$ cat config.mk
export PLATFORM = sky130hd
export DESIGN_NAME = waddr_ctr
export DESIGN_NICKNAME = d
export VERILOG_FILES = /design/src/rtl/waddr_pkg.sv /design/src/rtl/waddr_seg.sv /design/src/rtl/waddr_ctr.sv
export SDC_FILE = /design/constraint.sdc
export NUM_CORES = 1
export LEC_CHECK = 0
export BUFFER_PORTS_ARGS = -buffer_cell sky130_fd_sc_hd__buf_2
export CAP_MARGIN = 20
export CORE_AREA = 4 4 52 54
export DETAILED_ROUTE_END_ITERATION = 6
export DIE_AREA = 0 0 56 58
export PLACE_DENSITY_LB_ADDON = 0.1
export SLEW_MARGIN = 20
export SYNTH_ARGS = -nofsm -noshare
export SYNTH_HDL_FRONTEND = slang
export SYNTH_HIERARCHICAL = 1
export SYNTH_SLANG_ARGS = --single-unit
$ cat constraint.sdc
create_clock -name clk_i -period 2.3 [get_ports clk_i]
set_input_delay 0.115 -clock clk_i [delete_from_list [all_inputs] [get_ports clk_i]]
set_output_delay 0.115 -clock clk_i [all_outputs]
set_load 0.01 [all_outputs]
$ cat src/rtl/waddr_pkg.sv
package waddr_pkg;
  localparam int unsigned BYTE_W = 8;
  localparam int unsigned OFS_W  = 6;
  localparam int unsigned PAGE_W = 8;
  localparam int unsigned ADDR_W = OFS_W + PAGE_W;
  localparam int unsigned HI_W   = ADDR_W - BYTE_W;

  typedef logic [ADDR_W-1:0] waddr_t;
endpackage

$ cat src/rtl/waddr_seg.sv
// One counter field: per-bit masked load with priority, increment, carry out.
module waddr_seg #(
  parameter int unsigned W = 6
) (
  input  logic         clk_i,
  input  logic         rst_ni,
  input  logic         ld_i,
  input  logic [W-1:0] ld_mask_i,
  input  logic [W-1:0] ld_val_i,
  input  logic         inc_i,
  output logic [W-1:0] q_o,
  output logic         carry_o
);
  localparam logic [W-1:0] ALL_ONES = {W{1'b1}};

  logic [W-1:0] q_d, q_q;

  always_comb begin
    q_d = q_q;
    if (ld_i)       q_d = (q_q & ~ld_mask_i) | (ld_val_i & ld_mask_i);
    else if (inc_i) q_d = q_q + W'(1);
  end

  always_ff @(posedge clk_i or negedge rst_ni) begin
    if (!rst_ni) q_q <= '0;
    else         q_q <= q_d;
  end

  assign q_o     = q_q;
  assign carry_o = inc_i & ~ld_i & (q_q == ALL_ONES);

  // a load overrides a same-cycle increment on every masked bit
  a_r6_seg_load_wins: assert property (@(posedge clk_i) disable iff (!rst_ni)
    (ld_i && inc_i) |=> ((q_q & $past(ld_mask_i)) == ($past(ld_val_i) & $past(ld_mask_i))));
endmodule

$ cat src/rtl/waddr_ctr.sv
module waddr_ctr
  import waddr_pkg::*;
(
  input  logic              clk_i,
  input  logic              rst_ni,
  input  logic              ld_hi_i,
  input  logic              ld_lo_i,
  input  logic [BYTE_W-1:0] byte_i,
  input  logic              wr_inc_i,
  input  logic              rd_inc_i,
  output logic [ADDR_W-1:0] addr_o
);
  localparam int unsigned LO_PAGE_W = BYTE_W - OFS_W;

  logic ld_any, inc_any, page_inc, ofs_carry, page_carry;
  waddr_t ld_mask, ld_val;
  logic [OFS_W-1:0]  ofs_q;
  logic [PAGE_W-1:0] page_q;

  assign ld_any  = ld_hi_i | ld_lo_i;
  assign inc_any = wr_inc_i | rd_inc_i;

  // Byte-aligned loads span field boundaries; express them as full-width masks
  assign ld_mask = {{HI_W{ld_hi_i}}, {BYTE_W{ld_lo_i}}};
  assign ld_val  = {byte_i[HI_W-1:0], byte_i};

  // Write rule wins when both increments are raised
  assign page_inc = ofs_carry & rd_inc_i & ~wr_inc_i;

  waddr_seg #(.W(OFS_W)) u_ofs (
    .clk_i     (clk_i),
    .rst_ni    (rst_ni),
    .ld_i      (ld_any),
    .ld_mask_i (ld_mask[OFS_W-1:0]),
    .ld_val_i  (ld_val[OFS_W-1:0]),
    .inc_i     (inc_any),
    .q_o       (ofs_q),
    .carry_o   (ofs_carry)
  );

  waddr_seg #(.W(PAGE_W)) u_page (
    .clk_i     (clk_i),
    .rst_ni    (rst_ni),
    .ld_i      (ld_any),
    .ld_mask_i (ld_mask[ADDR_W-1:OFS_W]),
    .ld_val_i  (ld_val[ADDR_W-1:OFS_W]),
    .inc_i     (page_inc),
    .q_o       (page_q),
    .carry_o   (page_carry)
  );

  assign addr_o = {page_q, ofs_q};

  // out of reset at zero
  a_r1_reset_zero: assert property (@(posedge clk_i)
    $rose(rst_ni) |-> (addr_o == '0));

  // high load ignores byte_i top bits, keeps low byte
  a_r2_hi_load: assert property (@(posedge clk_i) disable iff (!rst_ni)
    (ld_hi_i && !ld_lo_i) |=> (addr_o == {$past(byte_i[HI_W-1:0]), $past(addr_o[BYTE_W-1:0])}));

  // low load keeps the high part
  a_r3_lo_load: assert property (@(posedge clk_i) disable iff (!rst_ni)
    (ld_lo_i && !ld_hi_i) |=> (addr_o == {$past(addr_o[ADDR_W-1:BYTE_W]), $past(byte_i)}));

  // write step stays inside the page
  a_r4_wr_in_page: assert property (@(posedge clk_i) disable iff (!rst_ni)
    (wr_inc_i && !ld_any) |=> (addr_o[ADDR_W-1:OFS_W] == $past(addr_o[ADDR_W-1:OFS_W]))
                              && (addr_o[OFS_W-1:0] == $past(addr_o[OFS_W-1:0]) + OFS_W'(1)));

  // read step runs over the whole array
  a_r5_rd_full: assert property (@(posedge clk_i) disable iff (!rst_ni)
    (rd_inc_i && !wr_inc_i && !ld_any) |=> (addr_o == $past(addr_o) + ADDR_W'(1)));

  // hold with no strobe
  a_r7_hold: assert property (@(posedge clk_i) disable iff (!rst_ni)
    (!ld_any && !inc_any) |=> $stable(addr_o));

  // only a read step leaves the last page carry unused; never a page carry on write
  a_r4_no_page_carry_wr: assert property (@(posedge clk_i) disable iff (!rst_ni)
    wr_inc_i |-> !page_inc && !page_carry);
endmodule

Word-level counts from Yosys, hierarchy flattened
Index checks and enable logic that the tools add are counted.
{"block": "totals", "mem_count": 0, "mem_bits_rw": 0, "latchBits": 0, "word_cells": 27, "reg_bits": 14, "input_bits": 14, "mem_bits_ro": 0, "out_inout_bits": 14}
{"block": "op_classes", "div": 0, "muxes": 4, "shifts": 0, "n_lt_le_gt_ge": 0, "eq_ne": 1, "mul": 0, "n_addsub": 2, "bitwise_logic": 16, "n_reduce_logical": 2}
{"op": "AND 8 bit", "n": 2}
{"op": "2-to-1 mux 8 bit", "n": 2}
{"op": "AND 6 bit", "n": 2}
{"op": "2-to-1 mux 6 bit", "n": 2}
{"op": "adder 8 x 1 -> 8 bit (second input constant)", "n": 1}
{"op": "NOT 8 bit", "n": 1}
{"op": "bitwise OR 8 bit", "n": 1}
{"op": "adder 6 x 1 -> 6 bit (second input constant)", "n": 1}
{"op": "== test 6 bit (second input constant)", "n": 1}
{"op": "NOT 6 bit", "n": 1}
{"op": "bitwise OR 6 bit", "n": 1}
{"op": "AND 1 bit", "n": 4}
{"op": "nonzero test 2 bit", "n": 2}
{"op": "NOT 1 bit", "n": 2}
{"op": "bitwise OR 1 bit", "n": 2}

Logic depth before layout (Yosys ltp)
{"block": "depth", "depth_word": 8, "mapped_depth": 8, "depth_no_buf": 7}

By module
Netlist, hierarchy kept.
{"module": "waddr_seg at u_page", "instances": 1, "cells_per_inst": 55, "area_per_inst_um2": 536.8, "seq_area_each_um2": 200.2}
{"module": "waddr_seg at u_ofs", "instances": 1, "cells_per_inst": 38, "area_per_inst_um2": 390.4, "seq_area_each_um2": 150.1}
{"module": "waddr_ctr", "instances": 1, "cells_per_inst": 3, "area_per_inst_um2": 22.5, "seq_area_each_um2": 0.0}

Least setup slack after synthesis
Ideal clock, no wire load.
{"block": "synth_timing", "path_kind": "input to register", "from": "input port ld_lo_i", "to": "register (tool-made name)", "path_stages": 8, "path_buffers": 2, "slack_ns": 0.305, "arrival_time_ns": 1.908, "setup_ns": 0.087, "required_time_ns": 2.213, "path_cell_list": "or2_1 clkbuf_1 nor4_1 and3b_2 buf_4 nand4_2 or4_1 o211ai_1"}
{"element": "start: declaration", "line": "waddr_ctr.sv:7", "rtl": "input logic ld_lo_i,"}

==> flow_summary.ini <==
[critical_path]
path_class = reg -> reg
cp_data_arrival_time_ps = 2330
start_kind = flop
cp_max_fo = 8
cp-end-kind = flop
cp.required_ps = 2500

[sta]
setup_ws_ps = 175
finalCritPeriodShare = 0.924
fin_skew_ps = 3.28
min_period_ps = 2120
tightest_slew_ps = 323
slew_headroom = 0.785
fmax_mhz = 471
setup_tns_ps = 0
setup_viol = 0
slew_violations = 0
holdWs_ps = 135
rsz0062_at_grt = false
finalHoldViolCount = 0

[power]
p_leak_nw = 0.539
pwr_density_cell_nw_per_um2 = 646
ir_drop_mv = 0.401
power.share.clock = 0.238
seqPwrFrac = 0.465
p_int_mw = 0.489
switchingPower_mw = 0.255
combPwrFrac = 0.296
p_sw_frac = 0.342
total_power_mw = 0.744

[global_routing]
antenna_found_initial = 0
grt_pass1_vias = 815
grt_util_all_layers = 0.144
grt-ovfl-total = 0
grt_max_degree = 26
grt_pass1_wl_um = 3710

[floorplan]
core-area_um2 = 2210
start_util = 0.425
rows = 17
dieArea_um2 = 3250
die_h_um = 58
die_w_um = 56
ios = 28

[detailed_routing]
drt-initial-drc-count = 4
vias = 825
drc = 0
drtAntennaViolNets = 0
routed_wl_um = 2180
first_pass_iters = 2
vias_per_cell = 5.43
wl_per_cell_um = 14.3

[final_layout]
finish.instance_area_um2 = 1150
layout_common_cells = buf_2 (27), mux2i_1 (14), dfrtp_1 (14)
finalNonFillerCells = 152
nets = 141
nFillCells = 217
final_common_cell = buf_2
areaGrowthSynthToFinish_pct = 22.5
n_antenna_cell = 0
final_layout_size_suffix_gt1_frac = 0.323
post-route-util = 0.520

[yosys]
synthCells = 94
syn_avg_cell_area_um2 = 10.0
syn_area_um2 = 940
ys_warn_count = 6
synth_nets = 110

[cts]
clk_pin_slew_ps = 90
htree_num_levels = 1
cts_root_buf = clkbuf_4
cts_tree = built
insertion_delay_ps = 280
clkSinkCount = 14
clockBufferDepth = 2
cts_buffers = 3

[min_path]
min-delay-path-class = in -> reg

[placement]
gp_congestion = 0.734
hpwl_um = 1600
dp_cells = 147
io_buffers = 27
dpl-instance-area_um2 = 1100
post-place-ws_ps = 214

[run]
maxCapViolCount = 0

[status]
status = finished clean
==> area by class of cell <==
type	count	area [um^2]	share of cell area
Sequential cell	14	350	0.304
Tap cell	28	35.0	0.0304
Inverter	1	3.75	0.00326
Clock buffer	4	36.3	0.0315
Timing Repair Buffer	30	160	0.139
Multi-Input combinational cell	75	566	0.491
==> layer usage <==
| layer | share of wire | vias to the layer above | global-route usage |
|---|---|---|---|
| met3 | 0.046 | 2 | 0.0356 |
| met2 | 0.47 | 16 | 0.232 |
| met1 | 0.47 | 398 | 0.184 |
| met4 | 0.0064 | 0 | 0.0610 |
| met5 | 0 | - | 0 |
| li1 | - | 409 | - |
==> power by group through the flow <==
stage	combinational, mW	sequential [mW]	clock [mW]
after floorplan	0.120	0.358	0
after global placement	0.217	0.348	0
after detailed placement	0.220	0.351	0
after CTS	0.222	0.346	0.189
after global routing	0.247	0.356	0.196
final	0.221	0.346	0.177
==> final timing paths <==
check	startpoint	end	slack (ps)	cells after the start
worst max register to register	flop	flop	180	7
min in group asynchronous	rst_ni	asynchronous set/reset pin	260	2
worst min-delay path	byte_i[7]	flop	130	3
max in group asynchronous	rst_ni	asynchronous set/reset pin	1800	2
worst min register to register	flop	flop	600	2
worst max-delay path	flop	flop	180	7
==> critical path, cell delays in order (launching register included) <==
cell	delay, ps
dfrtp_1	470
ha_1	210
nand2_1	100
nor4_1	200
and3b_2	320
nand4_2	160
or4_1	480
o211ai_1	100
==> timing repair <==
item,4_1_cts,5_1_grt
setup endpoints to repair,0,0
hold endpoints to repair,14,0
setup buffers,0,0
hold buffers,1,0
gates resized for setup,0,0
Power figures use the tool's default switching activity.
